## config.mk

```make
export PLATFORM = sky130hd
export DESIGN_NAME = irq_aggregator
export DESIGN_NICKNAME = d
export VERILOG_FILES = /design/src/rtl/irqagg_pkg.sv /design/src/rtl/irqagg_sync.sv /design/src/rtl/irqagg_filter.sv /design/src/rtl/irq_aggregator.sv
export SDC_FILE = /design/constraint.sdc
export NUM_CORES = 1
export LEC_CHECK = 0
export BUFFER_PORTS_ARGS = -buffer_cell sky130_fd_sc_hd__buf_4
export CORE_MARGIN = 2
export CORE_UTILIZATION = 50
export CTS_CLUSTER_SIZE = 25
export DETAILED_ROUTE_END_ITERATION = 16
export PLACE_DENSITY = 0.76
export SLEW_MARGIN = 10
export SYNTH_ARGS = -nofsm -noshare
export SYNTH_HDL_FRONTEND = slang
export SYNTH_HIERARCHICAL = 1
export SYNTH_SLANG_ARGS = --single-unit
```

## constraint.sdc

```tcl
create_clock -name clk_i -period 1.25 [get_ports clk_i]
set_input_delay 0.25 -clock clk_i [delete_from_list [all_inputs] [get_ports clk_i]]
set_output_delay 0.25 -clock clk_i [all_outputs]
set_load 0.01 [all_outputs]
```

## src/rtl/irqagg_pkg.sv

```systemverilog
package irqagg_pkg;

    // Electrical level of a request line
    typedef enum logic {
        LVL_ACTIVE = 1'b0,
        LVL_IDLE   = 1'b1
    } irq_lvl_e;

    function automatic int unsigned max2(input int unsigned a, input int unsigned b);
        return (a > b) ? a : b;
    endfunction

endpackage

```

## src/rtl/irqagg_sync.sv

```systemverilog
module irqagg_sync #(
    parameter logic RST_VAL = 1'b1
) (
    input  logic clk_i,
    input  logic rst_ni,
    input  logic d_i,
    output logic q_o
);
    typedef struct packed {
        logic s1;
        logic s2;
    } sync_t;

    sync_t st_d, st_q;

    always_comb begin
        st_d    = st_q;
        st_d.s1 = d_i;
        st_d.s2 = st_q.s1;
    end

    always_ff @(posedge clk_i or negedge rst_ni) begin
        if (!rst_ni) st_q <= '{s1: RST_VAL, s2: RST_VAL};
        else         st_q <= st_d;
    end

    assign q_o = st_q.s2;
endmodule

```

## src/rtl/irqagg_filter.sv

```systemverilog
module irqagg_filter
    import irqagg_pkg::*;
#(
    parameter int unsigned LOW_CYC  = 250,
    parameter int unsigned HIGH_CYC = 125
) (
    input  logic clk_i,
    input  logic rst_ni,
    input  logic lvl_i,      // synchronized, active low
    output logic active_o    // filtered, 1 = request active
);
    localparam int unsigned CMAX = max2(LOW_CYC, HIGH_CYC);
    localparam int unsigned CW   = $clog2(CMAX + 1);
    localparam logic [CW-1:0] LOW_LIM  = CW'(LOW_CYC - 1);
    localparam logic [CW-1:0] HIGH_LIM = CW'(HIGH_CYC - 1);

    typedef struct packed {
        logic          active;
        logic [CW-1:0] cnt;
    } filt_t;

    filt_t st_d, st_q;

    always_comb begin
        logic          want;
        logic [CW-1:0] lim;
        st_d = st_q;
        want = (lvl_i == LVL_ACTIVE);
        lim  = want ? LOW_LIM : HIGH_LIM;
        if (want == st_q.active) begin
            st_d.cnt = '0;                  // level agrees: restart the count
        end else if (st_q.cnt == lim) begin
            st_d.active = want;             // stable long enough: accept
            st_d.cnt    = '0;
        end else begin
            st_d.cnt = st_q.cnt + 1'b1;
        end
    end

    always_ff @(posedge clk_i or negedge rst_ni) begin
        if (!rst_ni) st_q <= '{active: 1'b0, cnt: '0};
        else         st_q <= st_d;
    end

    assign active_o = st_q.active;
endmodule

```

## src/rtl/irq_aggregator.sv

```systemverilog
module irq_aggregator #(
    parameter int unsigned NUM_SRC  = 2,
    parameter int unsigned LOW_CYC  = 250,
    parameter int unsigned HIGH_CYC = 125,
    parameter int unsigned STAT_LSB = 4,
    parameter int unsigned RD_W     = 8
) (
    input  logic               clk_i,
    input  logic               rst_ni,
    input  logic [NUM_SRC-1:0] irq_n_i,
    output logic               irq_drive_low_o,
    output logic [NUM_SRC-1:0] irq_active_o,
    output logic [RD_W-1:0]    rd_status_o
);
    typedef struct packed {
        logic drive;
    } out_t;

    logic [NUM_SRC-1:0] lvl_sync;
    logic [NUM_SRC-1:0] act;
    out_t               out_d, out_q;

    for (genvar g = 0; g < NUM_SRC; g++) begin : g_src
        irqagg_sync #(.RST_VAL(1'b1)) u_sync (
            .clk_i  (clk_i),
            .rst_ni (rst_ni),
            .d_i    (irq_n_i[g]),
            .q_o    (lvl_sync[g])
        );
        irqagg_filter #(.LOW_CYC(LOW_CYC), .HIGH_CYC(HIGH_CYC)) u_filt (
            .clk_i    (clk_i),
            .rst_ni   (rst_ni),
            .lvl_i    (lvl_sync[g]),
            .active_o (act[g])
        );
    end

    always_comb begin
        out_d       = out_q;
        out_d.drive = |act;
    end

    always_ff @(posedge clk_i or negedge rst_ni) begin
        if (!rst_ni) out_q <= '{drive: 1'b0};
        else         out_q <= out_d;
    end

    always_comb begin
        rd_status_o                       = '0;
        rd_status_o[STAT_LSB +: NUM_SRC]  = act;
    end

    assign irq_active_o    = act;
    assign irq_drive_low_o = out_q.drive;
endmodule

```

# Word-level counts from Yosys, hierarchy flattened
# Cells that the tools add are included.
[totals]
regBits = 23
latch_bits = 0
ramBits = 0
word_cells = 28
n_memories = 0
romBits = 0
out_inout_bits = 11
in_bits = 4
[classes]
n_shift = 0
n_eq_ne = 4
n_bitwise = 4
n_div = 0
n_mux = 6
add_sub_neg = 2
n_mul = 0
reduce_logical = 3
magnitude_cmp = 0
[ops]
columns = ["operator", "count"]
rows = [
  ["two-way mux 8 bit", 6],
  ["adder 8 x 1 -> 8 bit (second input constant)", 2],
  ["== test 8 bit", 2],
  ["inverter 1 bit", 4],
  ["AND reduction 2 bit", 2],
  ["== test 1 bit", 2],
  ["OR reduction 2 bit", 1],
]

# Logic depth before layout (Yosys ltp)
# Gate-level depths: netlist (run 1).
[logic_depth]
ltp_word = 4
depth_mapped = 4

# By module
# Netlist (run 1), hierarchy kept.
[by_module_without_submodules]
columns = ["mod", "seq_area_each_um2", "area_each_um2", "instances", "cells_per_inst"]
rows = [
  ["irqagg_filter", 225.2, 457.9, 2, 41],
  ["irqagg_sync", 52.6, 52.6, 2, 2],
  ["irq_aggregator", 25.0, 95.1, 1, 11],
]

# Worst setup path after synthesis (run 1)
# Ideal clock, no wire load.
[synth_timing]
kind = "flip-flop to flip-flop"
start = "register g_src[0].u_sync.st_q, in the netlist g_src[0].u_sync/q_o"
end = "register g_src[0].u_filt.st_q, in the netlist g_src[0].u_filt/active_o"
required_ps = 1171
n_path_buf = 0
arrival_time_ps = 1299
path_stages_with_launch = 4
setup_slack_ps = -128
cell_sequence = "dfstp_2 -> nand4bb_1 -> a211oi_4 -> mux2i_1"
[synth_between]
elab_chain_cells = 4
elab_cells_between_ends = 6
classes_between = "2 x eq/ne; 1 x mux; 2 x bitwise; 1 x reduce/logical"
[synth_lines]
columns = ["element", "line_no", "rtl"]
rows = [
  ["start: declaration", "irqagg_sync.sv:14", "sync_t st_d, st_q;"],
  ["start signal: assignment", "irqagg_sync.sv:23", "if (!rst_ni) st_q <= '{s1: RST_VAL, s2: RST_VAL};"],
  ["start signal: assignment", "irqagg_sync.sv:24", "else st_q <= st_d;"],
  ["parallel branches: the longest is 4 deep, another holds two-way mux 8 bit", "n/a", ""],
  ["end signal: assignment", "irqagg_filter.sv:41", "if (!rst_ni) st_q <= '{active: 1'b0, cnt: '0};"],
  ["end signal: assignment", "irqagg_filter.sv:42", "else st_q <= st_d;"],
  ["end: declaration", "irqagg_filter.sv:22", "filt_t st_d, st_q;"],
]
# Parallel ways; which one is timed is not known.
# A chain may end at the register's enable or synchronous reset.

# Worst setup path after layout (run 1)
[layout_timing]
start = "register g_src[1].u_sync.st_q, in the netlist g_src[1].u_sync/q_o"
end = "register g_src[1].u_filt.st_q, in the netlist g_src[1].u_filt/active_o"
[layout_between]
elab_chain_cells = 4
elab_cells_between_ends = 6
classes_between = "2 x eq/ne; 1 x mux; 2 x bitwise; 1 x reduce/logical"
[layout_lines]
columns = ["element", "line_no"]
rows = [
  ["start: declaration", "irqagg_sync.sv:14"],
  ["start signal: assignment", "irqagg_sync.sv:23"],
  ["start signal: assignment", "irqagg_sync.sv:24"],
  ["parallel branches: the longest is 4 deep, another holds two-way mux 8 bit", "n/a"],
  ["end signal: assignment", "irqagg_filter.sv:41"],
  ["end signal: assignment", "irqagg_filter.sv:42"],
  ["end: declaration", "irqagg_filter.sv:22"],
]
# Parallel ways; which one is timed is not known.

==> impl_results.md, run 1 <==
* Syn avg cell area at 11.5 µm²
* Internal power at 979 µW
* Worst reg2reg setup slack at -0.19 ns
* Worst path cell trace: nand4bb_4 -> a211oi_4 -> buf_6 -> mux2i_1
* GRT Residual Overflow at 0
* Worst flop-to-flop path endpoint: g_src[1].u_filt/active_o$_DFFE_PN0P_
* Nets at 141
* Gate Count Post-Synth at 97
* Min-delay worst type: in2reg
* Area delta synth->final at 40.9%
* Routed wire length per instance at 15.6 µm
* Crit end category: register
* Logic pwr share at 0.129
* Port Buf Inserts at 8
* YS warnings at 6
* Core area at 2170 µm²
* Initial core utilization at 0.514
* P_leak at 0.626 nW
* Multi-input combinational cell area at 631 µm²
* Slowest stage delay, CP at 0.63 ns
* Switching power share of the total at 0.242
* Clock latency at the later pin of the worst-skew pair at 0.31 ns
* Clk buf depth at 2
* Fmax at 0.696 GHz
* Kind of critical path: reg2reg
* DR iter-0 viols at 10
* Syn Std Cell Area at 1120 µm²
* Crit path required time at 1.48 ns
* Final period util at 1.15
* Die area at 2630 µm²
* DIE WIDTH at 51.2 µm
* Synth Register Bits at 23
* WP data arrival at 1.67 ns
* FF-to-FF path depth at 4
* Worst r2r src: g_src[1].u_sync/q_o$_DFF_PN1_
* Dpl cell area at 1340 µm²
* Max cap viols at 0
* TritonRoute pass-1 iters at 4
* Gr usage total at 0.196
* WHS Endpoint: g_src[1].u_sync/st_d[0]$_DFF_PN1_
* Vias in the first global route at 851
* Routed WL at 2530 µm
* Crit-path max FO at 5
* Initial antenna violation count at 0
* Via count at 880
* TNS Setup at -2.12 ns
* Worst hold stages at 1
* Post-route ant nets at 0
* Routability cong. at 0.806
* Largest net degree at the start of global routing at 24
* Startpoint Class: register
* Die Span Y at 51.2 µm
* Power Density at 821 nW/µm²
* DP HPWL at 1540 µm
* Worst-path clk slew at 0.11 ns
* Finished Cell Area at 1570 µm²
* Share of cells above drive strength 1 at 0.507
* Global-route wire length before repair at 3710 µm
* Sinks on Clock Net at 23
* Failing checks: setup timing
* Filler cell count in the final layout at 157
* Number of setup violations in the final report at 17
* Post-route DRC at 0
* DR vias/cell at 5.43
* CP max stage cell: dfstp_2
* Post-synthesis sequential area ratio at 0.520
* RSZ-0062 raised after global routing: yes
* Unique masters post-synth at 24
* Final min period at 1.44 ns
* FP Rows at 17
* Hold_sp: irq_n_i[1]
* Setup ws final at -0.186 ns
* Number of diodes at 0
* Worst clock skew at 0.00647 ns
* Register area at 582 µm²
* CTS tree: built
* Status: finished with violations
* Clock network power share at 0.255
* Clock Root Buffer: clkbuf_4
* CTS buffer count at 3
* # IOs at 15
* Sequential share of power at 0.616
* Maximum vdd drop at 0.792 mV
* WHS at 0.0435 ns
* H-tree Lvls at 1
* Slew Viols, Final at 0
* Hold Vio Cnt, Final at 0
* Sw power at 312 µW
[cells in the mapped netlist (all sizes together)]
master / count / area [µm²]
dfrtp: 19 / 475
nor3: 10 / 50.1
buf: 8 / 60.1
a211oi: 6 / 80.1
o21ai: 6 / 30.0
xor2: 6 / 52.6
dfstp: 4 / 105
inv: 4 / 15.0
nand2: 4 / 15.0
nand3: 4 / 20.0
nand4bb: 4 / 45.0
or3: 4 / 25.0
ha: 2 / 25.0
mux2i: 2 / 20.0
nand2b: 2 / 12.5
nand4: 2 / 12.5
nor3b: 2 / 15.0
nor4: 2 / 12.5
nor4b: 2 / 17.5
xnor2: 2 / 17.5
conb: 1 / 3.75
or2: 1 / 6.26
[power groups by stage]
stage	logic (mW)	clock network [mW]	registers [mW]
global placement	0.121	0	0.803
finish	0.166	0.330	0.796
floorplan	0.0609	0	0.809
CTS	0.137	0.356	0.791
global route	0.183	0.383	0.800
detailed placement	0.124	0	0.805
[logic make-up (layout without fill, tap and decap cells)]
family          Yosys count  after routing  share of synthesized area
other cells               1              6                    0.00336
flops                    23             23                      0.520
fa+ha+maj                 2              2                     0.0224
xor+xnor                  8              8                     0.0628
buf+inv                  12             44                     0.0673
mux                       2              2                     0.0179
compound gates           12             12                     0.0986
simple gates             37             37                      0.207
[worst max-delay path, delay by kind of cell, from the launching register on]
kind                   cells  cell delay (ns)
buffers and inverters      1             0.14
AND/OR/NAND/NOR            1             0.13
flip-flops                 1             0.63
AO/OA/AOI/OAI              1             0.30
multiplexers               1             0.17
[flip-flops by register name, indices dropped and copies added (netlist names)]
name and count:
g_src.u_filt/st_q 16, g_src.u_filt/active_o 2, g_src.u_sync/q_o 2, g_src.u_sync/st_d 2
irq_drive_low_o 1
[layout make-up]
| type | instances | share of cell area |
|---|---|---|
| tap | 28 | 0.0223 |
| clock buffer | 4 | 0.0167 |
| timing repair buffer | 36 | 0.181 |
| multi-input combinational | 67 | 0.401 |
| inverter | 4 | 0.00955 |
| sequential | 23 | 0.370 |
[metal layers]
layer | vias up | part of all wire | wire (µm) | global-route usage
li1 | 410 | - | - | -
met1 | 444 | 0.38 | 952 | 0.219
met2 | 22 | 0.58 | 1470 | 0.351
met3 | 4 | 0.027 | 69 | 0.0409
met4 | 0 | 0.016 | 40 | 0.0965
met5 | - | 0 | 0 | 0
[stage by stage]
| step | power, mW | util | std cells | setup WS [ns] |
|---|---|---|---|---|
| 2_1_floorplan | 0.870 | - | 102 | -0.0933 |
| 3_3_place_gp | 0.924 | 0.619 | 153 | -0.117 |
| 3_5_place_dp | 0.929 | 0.619 | 153 | -0.163 |
| 4_1_cts | 1.28 | 0.663 | 159 | -0.190 |
| 5_1_grt | 1.37 | 0.725 | 162 | -0.253 |
| 6_report | 1.29 | 0.725 | 162 | -0.186 |
[cell usage in the layout, fill, tap and decap left out, drive strengths merged]
cell type / instances
buf: 35
conb: 6
nor3: 10
nor4b: 2
xnor2: 2
or2: 1
nand4: 2
clkbuf: 4
mux2i: 2
or3: 4
nand2: 4
dfrtp: 19
a211oi: 6
nor4: 2
nand3: 4
dlygate4sd3: 1
inv: 4
xor2: 6
o21ai: 6
dfstp: 4
ha: 2
nand2b: 2
nor3b: 2
nand4bb: 4
[worst max-delay path by stage]
stage                                              from                                    to  slack (ns)  depth (start not counted)
after floorplan           g_src[0].u_sync/q_o$_DFF_PN1_  g_src[0].u_filt/active_o$_DFFE_PN0P_       -0.09                          3
after CTS                 g_src[1].u_sync/q_o$_DFF_PN1_  g_src[1].u_filt/active_o$_DFFE_PN0P_       -0.19                          4
after detailed placement  g_src[1].u_sync/q_o$_DFF_PN1_  g_src[1].u_filt/active_o$_DFFE_PN0P_       -0.16                          4
final                     g_src[1].u_sync/q_o$_DFF_PN1_  g_src[1].u_filt/active_o$_DFFE_PN0P_       -0.19                          4
after global placement    g_src[1].u_sync/q_o$_DFF_PN1_  g_src[1].u_filt/active_o$_DFFE_PN0P_       -0.12                          4
after global routing      g_src[1].u_sync/q_o$_DFF_PN1_  g_src[1].u_filt/active_o$_DFFE_PN0P_       -0.25                          4
[timing repair]
action	in CTS	in global routing
hold buffers	1	0
gates resized for setup	10	20
pin swaps	1	7
endpoints found under the hold margin	19	0
gates cloned	0	0
setup endpoints to repair	18	18
buffers inserted	1	3
(Power assumes the default switching activity.)
==> run 2: changes to the inputs <==
Settings changed: CTS_BUF_LIST from default to sky130_fd_sc_hd__clkbuf_8, CTS_CLUSTER_SIZE 25 to 12.
==> impl_results.md, run 2 (synthesized netlist as in run 1, its figures left out) <==
* Status: finished with violations
* Failing checks: setup timing
* Vias in the first global route at 865 (+1.6%)
* Number of diodes at 0 (unchanged)
* # IOs at 15 (unchanged)
* H-tree Lvls at 1 (unchanged)
* Crit-path max FO at 5 (unchanged)
* Core area at 2170 µm² (unchanged)
* Initial antenna violation count at 0 (unchanged)
* GRT Residual Overflow at 0 (unchanged)
* Finished Cell Area at 1600 µm² (+2.0%)
* Fmax at 0.699 GHz (+0.41%)
* Largest net degree at the start of global routing at 24 (unchanged)
* Startpoint Class: register
* DP HPWL at 1540 µm (unchanged)
* Max reg flops at 16 (unchanged)
* Kind of critical path: reg2reg
* Crit end category: register
* Slew Viols, Final at 0 (unchanged)
* Max cap viols at 0 (unchanged)
* Slowest stage delay, CP at 0.62 ns (about the same)
* Fin util at 0.739 (+0.0144)
* DIE WIDTH at 51.2 µm (unchanged)
* Fin cells at 162 (unchanged)
* Dpl ws at -0.163 ns (unchanged)
* Filler cell count in the final layout at 152 (-3.2%)
* DR iter-0 viols at 14 (+4)
* Crit path required time at 1.44 ns (-0.04 ns)
* Routed wire length per instance at 16.6 µm (+6.4%)
* Setup ws final at -0.181 ns (+0.00589 ns)
* CTS buffer count at 3 (unchanged)
* CTS tree: built
* Most common cell after layout, fill and taps aside: buf_4
* Routed WL at 2700 µm (+6.4%)
* Gr usage total at 0.196 (+0.000625)
* Clock latency at the later pin of the worst-skew pair at 0.26 ns (-0.05 ns)
* Clock Root Buffer: clkbuf_8
* Die Span Y at 51.2 µm (unchanged)
* Worst-path clk slew at 0.08 ns (-0.03 ns)
* Min-delay worst type: in2reg
* Most frequent cells in the layout: 32 x buf_4, 19 x dfrtp_1, 7 x nor3_2
* Dpl cell area at 1340 µm² (unchanged)
* DR vias/cell at 5.41 (-0.45%)
* P_leak at 0.642 nW (+2.5%)
* TritonRoute pass-1 iters at 4 (unchanged)
* Global-route wire length before repair at 3750 µm (+1.1%)
* Die area at 2630 µm² (unchanged)
* WP data arrival at 1.62 ns (-0.05 ns)
* Maximum vdd drop at 0.882 mV (+11%)
* Area delta synth->final at 43.7%
* Port Buf Inserts at 8 (unchanged)
* Power Density at 880 nW/µm² (+7.1%)
* Routability cong. at 0.806 (unchanged)
* Final period util at 1.14 (-0.00471)
* Post-route DRC at 0 (unchanged)
* Clk buf depth at 2 (unchanged)
* Share of cells above drive strength 1 at 0.507 (unchanged)
* Final min period at 1.43 ns (-0.00588 ns)
* Worst clock skew at 0.00215 ns (-0.00431 ns)
* Post-route ant nets at 0 (unchanged)
* CP max stage cell: dfstp_2
* Most flops, register: g_src.u_filt/st_q
* Number of setup violations in the final report at 18 (+1)
* FP Rows at 17 (unchanged)
* Sinks on Clock Net at 23 (unchanged)
* RSZ-0062 raised after global routing: yes
* Placed cell count at 153 (unchanged)
* Initial core utilization at 0.514 (unchanged)
* Hold Vio Cnt, Final at 0 (unchanged)
* Worst path cell trace: nand4bb_4 -> a211oi_4 -> buf_6 -> mux2i_1
* Via count at 876 (-0.45%)
* Nets at 141 (unchanged)
==> run 2: area by class of cell <==
type                       instances  area, µm²  area share
tap                               28       35.0      0.0218
clock inverter                     1       3.75     0.00234
inverter                           4       15.0     0.00936
clock buffer                       3       41.3      0.0257
multi-input combinational         67        644       0.402
sequential                        23        581       0.362
timing repair buffer              36        284       0.177
==> run 2: through the flow <==
stage	setup TNS [ns]	total power, mW	hold slack [ns]
after floorplan	-0.535	0.870	-0.0456
after global placement	-1.29	0.924	0.153
after detailed placement	-1.72	0.929	0.158
after CTS	-2.05	1.39	0.0835
after global routing	-2.99	1.48	0.0785
final	-2.10	1.41	0.0878
==> run 2: final timing paths <==
path	start	depth (start not counted)	slack (ns)	endpoint
max	g_src[1].u_sync/q_o$_DFF_PN1_	4	-0.18	g_src[1].u_filt/active_o$_DFFE_PN0P_
min	irq_n_i[1]	1	0.09	g_src[1].u_sync/st_d[0]$_DFF_PN1_
max reg2reg	g_src[1].u_sync/q_o$_DFF_PN1_	4	-0.18	g_src[1].u_filt/active_o$_DFFE_PN0P_
min reg2reg	g_src[1].u_sync/st_d[0]$_DFF_PN1_	0	0.36	g_src[1].u_sync/q_o$_DFF_PN1_
max in group asynchronous	rst_ni	2	0.55	g_src[0].u_sync/q_o$_DFF_PN1_
min in group asynchronous	rst_ni	2	0.42	g_src[1].u_filt/st_q[7]$_DFF_PN0_
==> run 2: where the power goes <==
part | internal [mW] | leakage [nW] | switching, mW | total [mW]
logic | 0.0836 | 0.312 | 0.0866 | 0.170
clock network | 0.219 | 0.0269 | 0.226 | 0.446
registers | 0.771 | 0.302 | 0.0243 | 0.796
total | 1.07 | 0.642 | 0.337 | 1.41
==> run 2: what timing repair did <==
| item | CTS | global route |
|---|---|---|
| pin swaps | 1 | 7 |
| buffers inserted | 1 | 3 |
| resized for setup | 10 | 21 |
| setup endpoints to repair | 18 | 18 |
| endpoints found under the hold margin | 19 | 0 |
| hold buffers | 1 | 0 |
==> run 2: per-layer routing <==
metal / wire [µm] / track usage
met1: 1020 / 0.217
met2: 1540 / 0.355
met3: 77 / 0.0409
met4: 63 / 0.0965
met5: 0 / 0
==> run 2: worst max-delay path, delay by kind of cell, from the launching register on <==
| family | cells | cell delay, ns |
|---|---|---|
| compound gates | 1 | 0.30 |
| mux | 1 | 0.17 |
| buf+inv | 1 | 0.14 |
| simple gates | 1 | 0.13 |
| flops | 1 | 0.62 |
==> run 3: changes to the inputs <==
Settings changed: REMOVE_ABC_BUFFERS from default to 1.
==> impl_results.md, run 3 (synthesized netlist as in run 1, its figures left out) <==
* Worst path depth at 4 (unchanged)
* CTS tree: built
* Routability cong. at 0.832 (+3.3%)
* Sinks on Clock Net at 23 (unchanged)
* Port Buf Inserts at 8 (unchanged)
* Global-route wire length before repair at 5180 µm (+38%)
* Most common cell after layout, fill and taps aside: buf_4
* Routed WL at 4120 µm (+53%)
* Filler cell count in the final layout at 85 (-44%)
* Die area at 2630 µm² (unchanged)
* GRT Residual Overflow at 0 (unchanged)
* Maximum vdd drop at 0.864 mV (-2.1%)
* CTS buffer count at 3 (unchanged)
* Worst path buffer plus inverter count at 0 (-1)
* Largest net degree at the start of global routing at 24 (unchanged)
* Fin util at 0.875 (+0.136)
* Initial core utilization at 0.514 (unchanged)
* Max reg flops at 16 (unchanged)
* Multi-input combinational cell area at 762 µm² (+18%)
* Slowest stage delay, CP at 0.48 ns (-0.14 ns)
* Area delta synth->final at 70.1%
* Clock latency at the later pin of the worst-skew pair at 0.28 ns (+0.02 ns)
* Setup ws final at -0.245 ns (-0.0643 ns)
* Most flops, register: g_src.u_filt/st_q
* Crit end category: register
* Initial antenna violation count at 0 (unchanged)
* Most frequent cells in the layout: 46 x buf_4, 16 x dfrtp_1, 9 x buf_6
* DR iter-0 viols at 51 (+37)
* Worst path cell trace: ha_4 -> nand3_1 -> or3_1 -> a211oi_1
* Clock Root Buffer: clkbuf_8
* DP HPWL at 1610 µm (+4.0%)
* Final period util at 1.20 (+0.0515)
* FF-to-FF path depth at 4 (unchanged)
* Worst clock skew at 0.00282 ns (+0.000669 ns)
* DR vias/cell at 5.94 (+9.8%)
* Number of diodes at 0 (unchanged)
* WP data arrival at 1.67 ns (+0.05 ns)
* Die Span Y at 51.2 µm (unchanged)
* Kind of critical path: reg2reg
* Worst hold stages at 1 (unchanged)
* Crit path required time at 1.43 ns (about the same)
* Slew Viols, Final at 0 (unchanged)
* Failing checks: setup timing
* Power Density at 814 nW/µm² (-7.5%)
* Routed wire length per instance at 22.6 µm (+36%)
* Post-route ant nets at 0 (unchanged)
* Vias in the first global route at 1024 (+18%)
* FP Rows at 17 (unchanged)
* Fmax at 0.669 GHz (-4.3%)
* CP max stage cell: dfrtp_2
* Dpl ws at -0.156 ns (+0.00777 ns)
* Status: finished with violations
* Register area at 584 µm² (+0.65%)
* RSZ-0062 raised after global routing: yes
* DIE WIDTH at 51.2 µm (unchanged)
* Startpoint Class: register
* Post-route DRC at 0 (unchanged)
* Crit-path max FO at 5 (unchanged)
* Crit-path leading delay family: flip-flops
* Gr usage total at 0.281 (+0.0848)
* Final min period at 1.49 ns (+0.0643 ns)
* Share of cells above drive strength 1 at 0.623 (+0.116)
* H-tree Lvls at 1 (unchanged)
* Core area at 2170 µm² (unchanged)
* TritonRoute pass-1 iters at 4 (unchanged)
* Max cap viols at 0 (unchanged)
* Clk buf depth at 2 (unchanged)
* P_leak at 0.785 nW (+22%)
* Number of setup violations in the final report at 21 (+3)
* Worst-path clk slew at 0.08 ns (about the same)
* Nets at 161 (+14%)
* Via count at 1081 (+23%)
* Min-delay worst type: in2reg
* # IOs at 15 (unchanged)
* TNS Setup at -2.85 ns (-0.755 ns)
* Hold Vio Cnt, Final at 0 (unchanged)
[run 3: layout make-up]
class	count	area share
multi-input combinational	67	0.401
sequential	23	0.308
timing repair buffer	56	0.241
clock buffer	3	0.0218
tap	28	0.0185
inverter	4	0.00791
clock inverter	1	0.00198
[run 3: worst paths after layout]
kind,startpoint,end,slack (ns)
max in group asynchronous,rst_ni,g_src[1].u_sync/q_o$_DFF_PN1_,0.56
hold reg to reg,g_src[0].u_sync/st_d[0]$_DFF_PN1_,g_src[0].u_sync/q_o$_DFF_PN1_,0.37
setup / recovery,g_src[1].u_filt/st_q[0]$_DFF_PN0_,g_src[1].u_filt/st_q[6]$_DFF_PN0_,-0.24
min in group asynchronous,rst_ni,g_src[1].u_filt/active_o$_DFFE_PN0P_,0.41
hold / removal,irq_n_i[0],g_src[0].u_sync/st_d[0]$_DFF_PN1_,0.07
setup reg to reg,g_src[1].u_filt/st_q[0]$_DFF_PN0_,g_src[1].u_filt/st_q[6]$_DFF_PN0_,-0.24
[run 3: metrics by stage]
stage,cell area (µm²),std cells,hold WS [ns],power (mW)
final,1900,182,0.0721,1.55
after global placement,1410,162,0.148,0.923
after detailed placement,1410,162,0.153,0.927
after CTS,1690,173,0.0845,1.44
after floorplan,1070,94,-0.0456,0.856
after global routing,1900,182,0.0672,1.58
[run 3: power by group]
part           internal (mW)  switching, mW  leakage, nW
clock                  0.221          0.263       0.0269
sequential             0.773         0.0369        0.299
combinational          0.134          0.117        0.460
[run 3: per-layer routing]
| layer | GRT usage | routed length, µm |
|---|---|---|
| met5 | 0 | 0 |
| met4 | 0.132 | 89 |
| met3 | 0.0848 | 469 |
| met2 | 0.403 | 1860 |
| met1 | 0.392 | 1700 |
[run 3: what timing repair did]
action	in CTS	in global routing
resized for setup	29	23
hold buffers	1	0
setup endpoints to repair	18	18
pin swaps	13	7
setup buffers	7	10
hold endpoints to repair	19	0
